### src/rtl/pso_pkg.sv
`timescale 1ns/1ps
package pso_pkg;

    localparam int PIX_W = 24;

    typedef enum logic [1:0] {
        ST_IDLE   = 2'd0,
        ST_SEND   = 2'd1,
        ST_HOLD   = 2'd2,
        ST_STARVE = 2'd3
    } pso_state_e;

    typedef struct packed {
        logic [7:0] red;
        logic [7:0] green;
        logic [7:0] blue;
    } pso_pix_t;

endpackage

### src/rtl/pso_stall_sync.sv
`timescale 1ns/1ps
module pso_stall_sync #(
    parameter int STAGES = 2
) (
    input  logic clk,
    input  logic rst_n,
    input  logic stall_in,
    output logic stall_eff
);

    logic [STAGES-1:0] shreg;

    generate
        if (STAGES == 1) begin : g_single
            always_ff @(posedge clk or negedge rst_n) begin
                if (!rst_n) shreg <= '0;
                else        shreg <= stall_in;
            end
        end else begin : g_chain
            always_ff @(posedge clk or negedge rst_n) begin
                if (!rst_n) shreg <= '0;
                else        shreg <= {shreg[STAGES-2:0], stall_in};
            end
        end
    endgenerate

    // Asserts only when every stage holds stall; drops as soon as the newest stage drops.
    assign stall_eff = &shreg;


    release_fast_chk: assert property (@(posedge clk) disable iff (!rst_n)
        !stall_in |=> !stall_eff);

endmodule

### src/rtl/pso_fifo_gate.sv
`timescale 1ns/1ps
module pso_fifo_gate #(
    parameter int LVL_W  = 6,
    parameter int THRESH = 8
) (
    input  logic [LVL_W-1:0] fifo_level,
    input  logic             fifo_last,
    output logic             has_data,
    output logic             ready
);

    localparam logic [LVL_W-1:0] THR_L = LVL_W'(THRESH);

    always_comb begin
        has_data = (fifo_level != '0);
        ready    = (fifo_level >= THR_L) || (fifo_last && has_data);
    end


    ready_nonempty_chk: assert final (!ready || has_data || (THRESH == 0));

endmodule

### src/rtl/pso_ctrl_fsm.sv
`timescale 1ns/1ps
module pso_ctrl_fsm
    import pso_pkg::*;
(
    input  logic       clk,
    input  logic       rst_n,
    input  logic       stall_mode,
    input  logic       chk_mode,
    input  logic       stall_eff,
    input  logic       ready,
    output pso_state_e state_q,
    output logic       emit
);

    pso_state_e state_d;
    logic       stall_act;
    logic       chk_act;

    assign stall_act = stall_mode && stall_eff;
    assign chk_act   = stall_mode && chk_mode;

    // Next-state process
    always_comb begin
        state_d = ST_SEND;
        unique case (state_q)
            ST_IDLE: begin
                if (stall_act)               state_d = ST_HOLD;
                else if (chk_act && !ready)  state_d = ST_STARVE;
                else                         state_d = ST_SEND;
            end
            ST_SEND: begin
                if (stall_act)               state_d = ST_HOLD;
                else if (chk_act && !ready)  state_d = ST_STARVE;
                else                         state_d = ST_SEND;
            end
            ST_HOLD: begin
                if (stall_act)               state_d = ST_HOLD;
                else if (chk_act && !ready)  state_d = ST_STARVE;
                else                         state_d = ST_SEND;
            end
            ST_STARVE: begin
                if (stall_act)               state_d = ST_HOLD;
                else if (chk_act && !ready)  state_d = ST_STARVE;
                else                         state_d = ST_SEND;
            end
            default:                         state_d = ST_IDLE;
        endcase
    end

    // State register
    always_ff @(posedge clk or negedge rst_n) begin
        if (!rst_n) state_q <= ST_IDLE;
        else        state_q <= state_d;
    end

    // Output process: emission is blocked in the first cycle out of reset
    always_comb begin
        emit = 1'b0;
        unique case (state_q)
            ST_IDLE:   emit = 1'b0;
            ST_SEND,
            ST_HOLD,
            ST_STARVE: emit = (state_d == ST_SEND);
            default:   emit = 1'b0;
        endcase
    end


    hold_blocks_chk: assert property (@(posedge clk) disable iff (!rst_n)
        (stall_mode && stall_eff) |-> !emit);


    starve_blocks_chk: assert property (@(posedge clk) disable iff (!rst_n)
        (stall_mode && chk_mode && !ready) |-> !emit);


    free_run_chk: assert property (@(posedge clk) disable iff (!rst_n)
        (!stall_mode && state_q != ST_IDLE) |-> emit);

endmodule

### src/rtl/pso_out_reg.sv
`timescale 1ns/1ps
module pso_out_reg
    import pso_pkg::*;
(
    input  logic              clk,
    input  logic              rst_n,
    input  logic              emit,
    input  logic              has_data,
    input  logic [PIX_W-1:0]  rd_data,
    output logic              pclk_en,
    output logic [PIX_W-1:0]  pix_data,
    output logic              underflow
);

    pso_pix_t pix_q;

    always_ff @(posedge clk or negedge rst_n) begin
        if (!rst_n) begin
            pclk_en   <= 1'b0;
            pix_q     <= '0;
            underflow <= 1'b0;
        end else begin
            pclk_en <= emit;
            if (emit)              pix_q     <= pso_pix_t'(rd_data);
            if (emit && !has_data) underflow <= 1'b1;
        end
    end

    assign pix_data = {pix_q.red, pix_q.green, pix_q.blue};


    sticky_flag_chk: assert property (@(posedge clk) disable iff (!rst_n)
        underflow |=> underflow);


    idle_hold_chk: assert property (@(posedge clk) disable iff (!rst_n)
        !emit |=> $stable(pix_data));

endmodule

### src/rtl/pix_stall_out.sv
`timescale 1ns/1ps
module pix_stall_out
    import pso_pkg::*;
#(
    parameter int LVL_W        = 6,
    parameter int THRESH       = 8,
    parameter int STALL_STAGES = 2
) (
    input  logic             clk,
    input  logic             rst_n,
    input  logic             cfg_stall_mode,
    input  logic             cfg_fifo_chk,
    input  logic             stall_in,
    input  logic [LVL_W-1:0] fifo_level,
    input  logic             fifo_last,
    input  logic [23:0]      fifo_rd_data,
    output logic             fifo_rd_en,
    output logic             pclk_en,
    output logic [23:0]      pix_data,
    output logic             underflow
);

    localparam int SS = (STALL_STAGES < 1) ? 1 : ((STALL_STAGES > 4) ? 4 : STALL_STAGES);

    logic       stall_eff;
    logic       has_data;
    logic       ready;
    logic       emit;
    pso_state_e state_q;

    pso_stall_sync #(.STAGES(SS)) u_sync (
        .clk       (clk),
        .rst_n     (rst_n),
        .stall_in  (stall_in),
        .stall_eff (stall_eff)
    );

    pso_fifo_gate #(.LVL_W(LVL_W), .THRESH(THRESH)) u_gate (
        .fifo_level (fifo_level),
        .fifo_last  (fifo_last),
        .has_data   (has_data),
        .ready      (ready)
    );

    pso_ctrl_fsm u_fsm (
        .clk        (clk),
        .rst_n      (rst_n),
        .stall_mode (cfg_stall_mode),
        .chk_mode   (cfg_fifo_chk),
        .stall_eff  (stall_eff),
        .ready      (ready),
        .state_q    (state_q),
        .emit       (emit)
    );

    pso_out_reg u_out (
        .clk       (clk),
        .rst_n     (rst_n),
        .emit      (emit),
        .has_data  (has_data),
        .rd_data   (fifo_rd_data),
        .pclk_en   (pclk_en),
        .pix_data  (pix_data),
        .underflow (underflow)
    );

    assign fifo_rd_en = emit;

    // Checker state: consecutive cycles with stall requested under stall mode
    logic [2:0] stall_run;
    always_ff @(posedge clk or negedge rst_n) begin
        if (!rst_n)                                stall_run <= '0;
        else if (!(cfg_stall_mode && stall_in))    stall_run <= '0;
        else if (stall_run != 3'd7)                stall_run <= stall_run + 3'd1;
    end


    stall_latency_chk: assert property (@(posedge clk) disable iff (!rst_n)
        (cfg_stall_mode && stall_in && stall_run >= 3'(SS)) |-> !fifo_rd_en);


    read_pulse_chk: assert property (@(posedge clk) disable iff (!rst_n)
        fifo_rd_en |=> pclk_en);


    no_read_no_pulse_chk: assert property (@(posedge clk) disable iff (!rst_n)
        !fifo_rd_en |=> !pclk_en);


    no_underflow_chk: assert property (@(posedge clk) disable iff (!rst_n)
        (cfg_stall_mode && cfg_fifo_chk && fifo_rd_en) |-> (fifo_level != '0));


    idle_after_reset_chk: assert property (@(posedge clk) disable iff (!rst_n)
        (state_q == ST_IDLE) |-> !fifo_rd_en);

endmodule

### config.mk
export PLATFORM = sky130hd
export DESIGN_NAME = pix_stall_out
export DESIGN_NICKNAME = d
export VERILOG_FILES = /design/src/rtl/pso_pkg.sv /design/src/rtl/pso_stall_sync.sv /design/src/rtl/pso_fifo_gate.sv /design/src/rtl/pso_ctrl_fsm.sv /design/src/rtl/pso_out_reg.sv /design/src/rtl/pix_stall_out.sv
export SDC_FILE = /design/constraint.sdc
export NUM_CORES = 1
export LEC_CHECK = 0
export ABC_AREA = 1
export CAP_MARGIN = 5
export CORE_MARGIN = 3
export CORE_UTILIZATION = 35
export DETAILED_ROUTE_END_ITERATION = 10
export PLACE_DENSITY = 0.8
export SLEW_MARGIN = 20
export SYNTH_ARGS = -nofsm -noshare
export SYNTH_HDL_FRONTEND = slang
export SYNTH_SLANG_ARGS = --single-unit
### constraint.sdc
create_clock -name clk -period 1.1 [get_ports clk]
set_input_delay 0.22 -clock clk [delete_from_list [all_inputs] [get_ports clk]]
set_output_delay 0.22 -clock clk [all_outputs]
set_load 0.02 [all_outputs]
==> results of run 1 <==
-- cells in the final DEF (no fill, tap or decap), types with 2 or more instances in the layout --
| cell type | Yosys | final |
|---|---|---|
| sky130_fd_sc_hd__buf_4 | 0 | 16 |
| sky130_fd_sc_hd__dfrtp_1 | 30 | 30 |
| sky130_fd_sc_hd__dlygate4sd2_1 | 0 | 7 |
| sky130_fd_sc_hd__clkbuf_8 | 0 | 3 |
| sky130_fd_sc_hd__nor2_4 | 0 | 2 |
| sky130_fd_sc_hd__nand4_1 | 25 | 25 |
| sky130_fd_sc_hd__clkbuf_4 | 0 | 5 |
| sky130_fd_sc_hd__buf_6 | 2 | 27 |
| sky130_fd_sc_hd__nand2_2 | 1 | 3 |
| sky130_fd_sc_hd__nand2_1 | 53 | 51 |
| sky130_fd_sc_hd__inv_1 | 7 | 4 |
| sky130_fd_sc_hd__nand3_4 | 1 | 2 |
| sky130_fd_sc_hd__clkdlybuf4s50_1 | 0 | 27 |
-- sequential cells by signal (all words and copies together), names as in the netlist --
signal and cells:
u_sync.shreg 2, u_out.pix_data 24, u_out.underflow 1, u_fsm.state_q 2, u_out.pclk_en 1
-- what timing repair did --
action	in CTS	in global routing
gates cloned	0	0
pin swaps	8	1
setup buffers	5	7
hold endpoints to repair	0	0
endpoints found under the setup margin	53	52
resized for setup	163	11
-- how the worst min path moves through the flow --
stage	startpoint	end	slack (ns)	cells after the start
3_5_place_dp	u_sync.shreg[0]	u_sync.shreg[1]	0.42	0
3_3_place_gp	u_sync.shreg[0]	u_sync.shreg[1]	0.42	0
2_1_floorplan	rst_n	u_fsm.state_q[0]	-0.08	0
4_1_cts	rst_n	u_out.pix_data[2]	0.25	2
5_1_grt	rst_n	u_out.pix_data[2]	0.25	2
6_report	rst_n	u_out.pix_data[0]	0.26	2
-- area by class of cell --
cell class                      instances  area (µm²)
Clock buffer                            8       78.83
Fill cell                             282        1229
Inverter                                7       32.53
Multi-Input combinational cell         87       455.4
Sequential cell                        30       750.7
Tap cell                               46       57.56
Timing Repair Buffer                   79       785.8
-- cells by family after synthesis --
| group | Yosys count |
|---|---|
| buffers and inverters | 15 |
| DFF | 30 |
| and+or+nand+nor | 87 |
-- per-layer routing --
| layer | wire (µm) | share of wire, % | up-vias | global-route usage (%) |
|---|---|---|---|---|
| li1 | - | - | 592 | - |
| met3 | 246 | 7.8 | 5 | 6.325 |
| met5 | 0 | 0 | - | 0 |
| met2 | 1531 | 49 | 44 | 26.41 |
| met4 | 42 | 1.3 | 0 | 5.440 |
| met1 | 1318 | 42 | 565 | 19.72 |
-- Yosys cell counts (all sizes together) --
cell type / n
nor2: 4
clkbuf: 3
nand3: 3
nand4: 25
inv: 7
nand2: 55
dfrtp: 30
buf: 5
-- metrics by stage --
stage | setup slack [ns] | instances | instance area (µm²)
global route | -0.3297 | 257 | 2161
finish | -0.2437 | 257 | 2161
global placement | -0.9223 | 238 | 1967
CTS | -0.2691 | 250 | 2077
floorplan | -0.01913 | 132 | 1280
detailed placement | -0.9329 | 238 | 1967
-- power by group through the flow --
stage,clock [mW],combinational (mW),sequential [mW]
final,0.807,0.740,1.27
after global routing,0.889,0.800,1.29
after CTS,0.830,0.689,1.27
after detailed placement,0,0.677,1.28
after global placement,0,0.668,1.28
after floorplan,0,0.164,1.40
==> results list, run 1 <==
* Result of the run: finished with violations
- Violations in the final reports: setup timing
* DIE WIDTH: around 66 µm
- In this run the number of H-tree levels came out at 2.
* Synth Area in Simple Gates: roughly 34%
- Area of the placeable core: 3390 µm²
- Full die area: roughly 4300 µm²
- The routed layout has between 1000 and 1500 vias.
- Cells fill 63.75% of the core in the end.
- For the worst flop-to-flop path, the logic depth is 4.
- Summing the areas of all compound-gate instances in the mapped netlist gives 0% of the synthesized area.
- Reg2Reg Capture Point: u_out.pix_data[13]
- Number of buffers added on ports: 62
- Final setup violation count: 1
- Number of nets in the synthesized netlist: between 150 and 200
- Worst max-slew margin expressed relative to the limit: between 80% and 90%
- The clock drives 30 sinks.
- The setup check on the worst reg-to-reg path leaves a slack of ~0.03 ns.
- Maximum resistive drop on vdd: approximately 740 µV
* Vias in the first global route: 1200
- Share of final-layout standard cells stronger than drive strength 1: a little under a third
* Pin count of the biggest net entering global routing: 31
* Slowest cell on the critical path: sky130_fd_sc_hd__dfrtp_1
- Of the total synthesized cell area, the portion taken by XOR and XNOR cells is 0%.
- Data required time of the worst path: ~0.88 ns
- Clock buffer depth: 2
- Least-Margin Pin Slew: between 0.2 and 0.3 ns
* Buffers & Inverters on Critical Path: 2
* Critical Path Stages: 4
- The die is about 66 µm tall.
* Post-CTS Hold Fix Bufs: 0
* Flop pwr share: a little under half
- The worst setup path is captured at an output port.
- The total count of hold-check failures in the final report was 0.
- Adder-cell share of the synthesized area: 0%
- Clock transition at the registers of the reported paths: around 0.09 ns
- During synthesis, Yosys emitted a total of 0 warnings.
- In the synthesized netlist, mux cells make up 0% of the area.
- After detailed routing, the total wire length is around 3100 µm.
- The worst setup path is of the flip-flop to output port kind.
- The floorplan has 21 rows.
- Residual DRC: 0
- P_leak: about 1.1 nW
- In this run the mean area of a mapped cell was 9.460 µm².
- The critical path goes through nand3_4, nand3_4, clkinvlp_4, buf_6.
- Sorting the synthesized cells by area gives the leading types as sky130_fd_sc_hd__dfrtp_1 60%, sky130_fd_sc_hd__nand2_1 16%, sky130_fd_sc_hd__nand4_1 13%, sky130_fd_sc_hd__inv_1 2.1%, sky130_fd_sc_hd__buf_6 1.8%.
- Placed wire-length estimate: ~2000 µm
* Final cycle utilization of the critical path: 122.2%
* Final weighted congestion in routability-driven placement: about 0.61
- Critical path launch point: u_sync.shreg[0]
- The clock network accounts for roughly 29% of the total power.
- The most critical setup path has its endpoint at fifo_rd_en.
- Setup repair after global routing could not meet its margin everywhere.
- Counting I/O delays and the setup requirement, the final critical path takes 1.344 ns.
- Antenna violations before repair: 0
* First DRT Iteration DRCs: 41
- The most numerous cell type found on the critical path is sky130_fd_sc_hd__nand3_4.
- CP delay by family, top: flip-flops
* Number of routed nets with antenna violations: 0
- Worst hold slack across all endpoints: approximately 0.26 ns
- The design draws between 2 and 3 mW.
- Total of max-cap violations: 0
* Share of the synthesized area in the top cell type: roughly three fifths
- Power spent charging and discharging nets: ~0.77 mW
- Internal Pwr Total: between 2 and 2.5 mW
- DRT Pass-1 Iters: 4
- Register bit total from synthesis: 30
- Root Buffer Master: sky130_fd_sc_hd__clkbuf_4
- For this run, the top clock speed supported by timing is 0.7442 GHz.
* Kind of launch point of the worst setup path: flip-flop
* Initial core utilization: between 30% and 40%
* Worst setup slack after layout: -0.2437 ns
- Sw frac: 27.41%
- Top-level port count: 63
- Data arrives at the worst endpoint at between 1 and 1.5 ns.
- CP max stage delay: roughly 0.39 ns
- Counting every instance in the synthesized netlist gives about 130.
- The number of antenna diodes in the final layout is 0.
* Routed wire length per instance: 12.21 µm
- Max Clock Skew: 0.001663 ns
- Of all cell types, the one taking the most synthesized area is sky130_fd_sc_hd__dfrtp_1.
- The first global-routing pass estimated roughly 5400 µm of wire.
- Global routing consumed, over all layers together, 16.30% of the routing resources.
* Share of power burned in combinational logic: 26.2%
- The min-delay analysis places its worst path in the category input pin to asynchronous set/reset pin.
* Top fanout value on the critical path: 2
* Layout overhead on the synthesized area: 73.05%
- Overflow left after global routing: 0
* Vias per Instance: roughly 4.7
- TritonCTS clock tree: built
- Clock buffer count from CTS: 5
* Startpoint of the worst register-to-register path: u_sync.shreg[1]
- Clock network latency to the later pin of the worst-skew pair: 0.32 ns
- Power spread over the standard cell area amounts to 1306 nW/µm².
* Total Negative Setup Slacks: -0.2437 ns
- The netlist uses 14 different library cells.
* Slew Viols, Final: 0
* Post-Synthesis Cell Area: about 1200 µm²
- Sequential cells were found to cover about three fifths of the synthesized design area.
- After synthesis, the largest family of logic cells by area is simple AND/OR/NAND/NOR gates.
- Number of nets at the end of the flow: around 250
Power figures use the tool's default switching activity.
==> inputs of run 2 (changes only) <==
--- a/config.mk
+++ b/config.mk
@@ -6,7 +6,7 @@
 export NUM_CORES = 1
 export LEC_CHECK = 0
 export ABC_AREA = 1
-export CAP_MARGIN = 5
+export CORE_ASPECT_RATIO = 0.75
 export CORE_MARGIN = 3
 export CORE_UTILIZATION = 35
 export DETAILED_ROUTE_END_ITERATION = 10
==> run 2 against run 1 <==
The flow still finishes with violations (setup timing). Clock skew grew 0.0020 ns. Hold slack gained 0.039 ns. Routed wire length shrank 1.0%. Non-clock buffer count shrank 10. Combinational power shrank 23%. Critical path type unchanged. Critical endpoint unchanged. Largest cell class is now flip-flops and latches.
==> results list, run 2 (synthesis results as in run 1) <==
- Startpoint of the worst register-to-register path: u_sync.shreg[0]
* Number of routed nets with antenna violations: 0
- Share of final-layout standard cells stronger than drive strength 1: 27.64%
- Slowest cell on the critical path: sky130_fd_sc_hd__dfrtp_1
* Die H: ~58 µm
- Buffers & Inverters on Critical Path: 3
- PwrDens: 1400 nW/µm²
- Share of power burned in combinational logic: about a fifth
- The first TritonRoute pass finished after 4 iterations.
- Achievable frequency: 0.7607 GHz
- Global routing consumed, over all layers together, about 16% of the routing resources.
* Clock transition at the registers of the reported paths: 0.06 ns
* Layout fillers: about 330
* Number of buffers added on ports: between 60 and 70
- H-tree lvl count: 2
* Number of nets at the end of the flow: around 240
- Maximum resistive drop on vdd: about 760 µV
- TritonCTS built the clock tree.
* Placed cell area: slightly below 2000 µm²
* Routed wire length per instance: ~13 µm
- Pin placement for this block handled 63 I/O pins.
* Final cycle utilization of the critical path: 119.5%
* Worst setup slack after layout: -0.2146 ns
* Overflow left after global routing: 0
- In this run, the clock network consumes a little under a third of the power.
* Final Total Pwr: around 2.7 mW
- The max-slew violation count came to 0.
- Wire length of the first global-routing pass: around 5100 µm
* Pin count of the biggest net entering global routing: 31
- FF-to-FF setup slack: approximately 0.020 ns
- Cell chain of the critical path: inv_1, nand2_2, nand3_4, clkinvlp_4, buf_6
- Data on the critical path arrives at its endpoint at 1.09 ns.
* Top library cells by usage in the layout, fill and taps aside: 50 x sky130_fd_sc_hd__nand2_1, 30 x sky130_fd_sc_hd__dfrtp_1, 27 x sky130_fd_sc_hd__buf_2, 26 x sky130_fd_sc_hd__clkdlybuf4s50_1, 25 x sky130_fd_sc_hd__nand4_1
- Top fanout value on the critical path: 2
- Measured along the x axis, the die boundary spans 74.97 µm.
- The floorplan step defined a die boundary enclosing 4328 µm².
* Reg2Reg Capture Point: u_out.pix_data[6]
- Net switching is between 20% and 30% of the power.
* Most common cell after layout, fill and taps aside: sky130_fd_sc_hd__nand2_1
* Placed wire-length estimate: between 2000 and 2500 µm
- Summed over all cells, the static leakage comes to between 0.9 and 1 nW.
- Capture point of the critical path: fifo_rd_en
- Detailed-route wire length: 3107 µm
* Clock sinks: 30
- Vias after detailed routing: around 1100
- The worst setup path is captured at an output port.
- Critical path launch point: u_fsm.state_q[0]
- In this run, flip-flops and latches consume a little under half of the power.
* Residual DRC: 0
* Number of hold violations in the final report: 0
* Area of the placeable core: ~3400 µm²
- Max Clock Skew: about 0.0037 ns
- Setup violations remaining at the end of the flow were counted as 1.
* Max FFs per register: 24
* Violations in the final reports: setup timing
* Critical Path Stages: 5
* Placement row count: 18
* Clock buffer count from CTS: 5
* Internal Pwr Total: between 1.5 and 2 mW
- The number of global-route vias before repair is roughly 1100.
* Vias per Instance: ~4.8
- Depth of the worst register-to-register path: 4
- The tree is rooted in a sky130_fd_sc_hd__clkbuf_8.
- From synthesis to final layout, the design area changed by 53.11%.
* Worst max-slew margin expressed relative to the limit: between 80% and 90%
* CP delay by family, top: flip-flops
* Post-route minimum period: 1.315 ns
- The number of antenna diodes in the final layout is 0.
* HP Class: input pin to asynchronous set/reset pin
- Post-layout instance area: roughly 1900 µm²
- STA classifies the critical path startpoint as a flip-flop.
* First DRT Iteration DRCs: 46
* Critical path class: flip-flop to output port
* Power spent charging and discharging nets: 0.7387 mW
- The largest single stage delay on the critical path is 0.37 ns.
- Result of the run: finished with violations
- Clock buffer depth: 2
- The later pin in the worst-skew pair is clocked with a latency of roughly 0.28 ns.
* Data required time of the worst path: 0.88 ns
* Post-Place Setup Slack: -0.9329 ns
* Least-Margin Pin Slew: around 0.28 ns
- Final weighted congestion in routability-driven placement: between 0.7 and 0.8
- Unrepaired setup endpoints after global routing: true
- The initial antenna violation count was 0.
* Total of max-cap violations: 0
* Initial core utilization: between 30% and 40%
-- run 2: changes by cell type in the layout (fill, tap and decap cells not counted), sizes merged --
cell           delta
clkdlybuf4s15     -1
buf               -9
clkbuf            -1
clkdlybuf4s50     -1
-- run 2: power by group through the flow --
stage | clock network [mW] | registers [mW] | logic (mW)
6_report | 0.847 | 1.26 | 0.572
5_1_grt | 0.917 | 1.27 | 0.622
4_1_cts | 0.880 | 1.26 | 0.584
3_5_place_dp | 0 | 1.28 | 0.678
3_3_place_gp | 0 | 1.28 | 0.667
2_1_floorplan | 0 | 1.40 | 0.164
-- run 2: layout make-up --
| type | instances | area, µm² | area share, % |
|---|---|---|---|
| clock buffer | 6 | 82.58 | 4.319 |
| timing repair buffer | 69 | 538.0 | 28.14 |
| multi-input combinational | 87 | 457.9 | 23.95 |
| inverter | 7 | 32.53 | 1.702 |
| tap | 40 | 50.05 | 2.618 |
| sequential | 30 | 750.7 | 39.27 |
-- run 2: worst min path at each step --
stage / start / endpoint / slack [ns]
floorplan: rst_n / u_fsm.state_q[0] / -0.08
global placement: u_sync.shreg[0] / u_sync.shreg[1] / 0.42
detailed placement: u_sync.shreg[0] / u_sync.shreg[1] / 0.43
CTS: rst_n / u_out.pix_data[18] / 0.30
global route: rst_n / u_out.pix_data[18] / 0.31
finish: rst_n / u_out.pix_data[18] / 0.30
-- run 2: layer usage --
layer / vias up / share of wire (%) / track usage [%]
met3: 6 / 8.8 / 5.546
met1: 515 / 47 / 20.84
met5: - / 0 / 0
li1: 571 / - / -
met4: 0 / 1.9 / 6.853
met2: 46 / 42 / 22.70
-- run 2: worst register-to-register path, stage by stage, from the launching register on --
cell,delay (ns)
sky130_fd_sc_hd__dfrtp_1,0.41
sky130_fd_sc_hd__nand3_4,0.09
sky130_fd_sc_hd__buf_4,0.29
sky130_fd_sc_hd__nand4_1,0.15
sky130_fd_sc_hd__nand2_1,0.09
-- run 2: metrics by stage --
step                util (%)  TNS [ns]  hold WS [ns]  cells
global route           56.97    -1.346        0.3142    239
global placement       58.39    -16.09        0.4188    232
CTS                    57.23   -0.2278        0.2973    239
detailed placement     58.39    -16.58        0.4260    232
finish                 56.97   -0.2146        0.2969    239
floorplan                  -  -0.01913      -0.07559    132
-- run 2: timing repair --
item,in CTS,in global routing
endpoints found under the hold margin,0,0
endpoints found under the setup margin,53,26
hold buffers,0,0
buffers inserted,1,0
gates resized for setup,124,3
pin swaps,8,7
==> inputs of run 3 (changes only) <==
--- a/config.mk
+++ b/config.mk
@@ -6,11 +6,11 @@
 export NUM_CORES = 1
 export LEC_CHECK = 0
 export ABC_AREA = 1
-export CORE_ASPECT_RATIO = 0.75
+export CORE_ASPECT_RATIO = 1.25
 export CORE_MARGIN = 3
-export CORE_UTILIZATION = 35
+export CORE_UTILIZATION = 39
 export DETAILED_ROUTE_END_ITERATION = 10
-export PLACE_DENSITY = 0.8
+export PLACE_DENSITY = 0.84
 export SLEW_MARGIN = 20
 export SYNTH_ARGS = -nofsm -noshare
 export SYNTH_HDL_FRONTEND = slang
==> constraint.sdc (replaced) <==
create_clock -name clk -period 1.3 [get_ports clk]
set_input_delay 0.26 -clock clk [delete_from_list [all_inputs] [get_ports clk]]
set_output_delay 0.26 -clock clk [all_outputs]
set_load 0.02 [all_outputs]
==> run 3 against run 2 <==
The run still ends with setup timing left. Non-clock buffer count increased by 3. Clock power is 11% lower. Cell count stayed put. Total power fell by 13%. First-iteration DRC count rose by 26%. Sequential share of layout area shrank 1.2 points. Largest power group unchanged.
==> results list, run 3 (synthesis results as in run 1) <==
- Clock buffer count from CTS: 5
- CP max stage delay: 0.25 ns
* Maximum resistive drop on vdd: between 1000 and 1500 µV
- The H-tree was split into 2 levels.
* Critical path class: input pin to output port
- Kind of launch point of the worst setup path: input pin
- Residual DRC: 0
- After detailed placement, the design holds a cell count of 229.
* PwrDens: 1178 nW/µm²
- Detailed-route wire length: between 3000 and 4000 µm
- Data required time of the worst path: approximately 1.0 ns
- Post-CTS Hold Fix Bufs: 0
- Most common cell after layout, fill and taps aside: sky130_fd_sc_hd__nand2_1
- Placed wire-length estimate: between 2000 and 2500 µm
* Clock transition at the registers of the reported paths: roughly 0.090 ns
- Number of nets at the end of the flow: approximately 240
* Top library cells by usage in the layout, fill and taps aside: 51 x sky130_fd_sc_hd__nand2_1, 30 x sky130_fd_sc_hd__dfrtp_1, 26 x sky130_fd_sc_hd__clkdlybuf4s50_1, 25 x sky130_fd_sc_hd__nand4_1, 21 x sky130_fd_sc_hd__clkbuf_2
- For this design the static power due to leakage is ~1.0 nW.
- Worst max-slew margin expressed relative to the limit: approximately four fifths
- DRT Pass-1 Iters: 4
* Worst setup slack after layout: -0.03442 ns
- Number of buffers added on ports: between 60 and 70
- HP Class: input pin to asynchronous set/reset pin
* Placed cell area: 1931 µm²
- In this run the worst path has a maximum fanout of 2.
- The initialized floorplan defines 22 standard-cell rows.
* Total of max-cap violations: 0
* Slowest cell on the critical path: sky130_fd_sc_hd__dlygate4sd2_1
- The critical path crosses 8 cells after its start point.
- At the end of routability-driven placement, the weighted congestion stood at just under 0.8.
* Worst hold slack across all endpoints: between 0.2 and 0.3 ns
- Cells with a size suffix above 1 make up 27.09% of the layout.
* Slew Viols, Final: 0
* Post-route minimum period: 1.334 ns
- Least-Margin Pin Slew: 0.2814 ns
- Routed wire length per instance: 14.63 µm
- After the first detailed-routing iteration, the DRC count stood at 58.
* CP delay by family, top: buffers and inverters
* Initial core utilization: a little over two fifths
* Die H: 69.27 µm
- Number of routed nets with antenna violations: 0
- Area of the placeable core: 3000 µm²
- Vias in the first global route: 1270
* Count of inserted antenna diode cells: 0
- Root Buffer Master: sky130_fd_sc_hd__clkbuf_4
- Layout overhead on the synthesized area: 57.82%
- Entering global routing, the biggest net connects 31 pins.
* Clock sinks: 30
- Overflow left after global routing: 0
- GRT Resource Usage Total: around a fifth
* Layout Utilization: 65.68%
- Clock network latency to the later pin of the worst-skew pair: 0.33 ns
- Between clock sinks in the finished design, the worst skew comes to between 0.008 and 0.009 ns.
- Across all layers, the routed design uses ~1200 vias.
- Cell chain of the critical path: dlygate4sd2_1, inv_1, nand3_2, nor2_4, nand2_4, nand3_4, inv_2, buf_6
- FF-to-FF setup slack: about 0.14 ns
- The clock passes through at most 2 buffers.
- The critical path contains buffers and inverters numbering 4 combined.
* TritonCTS clock tree: built
- The die covers ~3900 µm².
- Depth of the worst register-to-register path: 6
* Number of standard cells in the layout, taps in and fillers out: about 240
- Once layout is done, the placed cells without fillers occupy between 1500 and 2000 µm².
* Wire length of the first global-routing pass: between 5000 and 6000 µm
- Unrepaired setup endpoints after global routing: true
* DIE WIDTH: approximately 57 µm
* Violations in the final reports: setup timing
- Final cycle utilization of the critical path: 102.6%
- Data arrives at the worst endpoint at 1.07 ns.
- The initial antenna violation count came to 0.
- Top-level port count: 63
- The total count of hold-check failures in the final report was 0.
- The register with the most flip-flops in the layout has 24 of them.
* Final setup violation count: 1
* Achievable frequency: ~0.75 GHz
- STA classifies the critical path endpoint as an output port.
- Counting the fill cells in the layout gives about 260.
- Result of the run: finished with violations
- Dividing the detail-routed via count by the number of cells gives 4.971.
run 3: worst register-to-register path, cell delays in order, from the launching register on:
cell and delay, ns:
sky130_fd_sc_hd__dfrtp_1 0.39, sky130_fd_sc_hd__nand3_2 0.09, sky130_fd_sc_hd__nand3_4 0.08, sky130_fd_sc_hd__buf_4 0.13
sky130_fd_sc_hd__buf_4 0.21, sky130_fd_sc_hd__nand2_1 0.09, sky130_fd_sc_hd__nand2_1 0.06
run 3: final cells by class:
type / instances / area [µm²] / share of cell area [%]
clock inverters: 1 / 30.03 / 1.524
well taps: 36 / 45.04 / 2.286
multi-input cells: 87 / 447.9 / 22.73
flip-flops and latches: 30 / 750.7 / 38.10
clock buffers: 6 / 51.30 / 2.603
inverters: 7 / 26.28 / 1.333
repair buffers: 72 / 619.3 / 31.43
run 3: timing repair:
action | in CTS | in global routing
buffers inserted | 0 | 3
setup endpoints to repair | 27 | 40
pin swaps | 3 | 9
cloned | 0 | 0
resized for setup | 64 | 38
hold endpoints to repair | 0 | 0
run 3: report_power, final:
| group | total [mW] | switching (mW) | internal [mW] |
|---|---|---|---|
| clock network | 0.754 | 0.307 | 0.447 |
| logic | 0.504 | 0.280 | 0.225 |
| registers | 1.06 | 0.0456 | 1.02 |
run 3: final timing paths:
kind,from,to
worst max-delay path,fifo_level[3],fifo_rd_en
worst min-delay path,rst_n,u_out.pix_data[15]
worst max register to register,u_sync.shreg[0],u_out.pix_data[23]
worst min register to register,u_sync.shreg[0],u_sync.shreg[1]
max in group asynchronous,rst_n,u_out.pix_data[6]
min in group clk,fifo_level[5],u_out.underflow
run 3: metrics by stage:
stage / power, mW / setup TNS (ns) / setup WS [ns]
floorplan: 1.313 / 0 / 0.09001
global placement: 1.631 / -7.739 / -0.6954
detailed placement: 1.651 / -8.260 / -0.7218
CTS: 2.376 / -0.2071 / -0.2071
global route: 2.453 / -0.09231 / -0.09231
finish: 2.322 / -0.03442 / -0.03442
run 3: metal layers:
layer | part of all wire, % | wire length [µm] | track usage (%)
met1 | 36 | 1260 | 21.71
met2 | 55 | 1939 | 33.42
met3 | 7.4 | 260 | 6.890
met5 | 0 | 0 | 0
met4 | 1.0 | 36 | 5.805
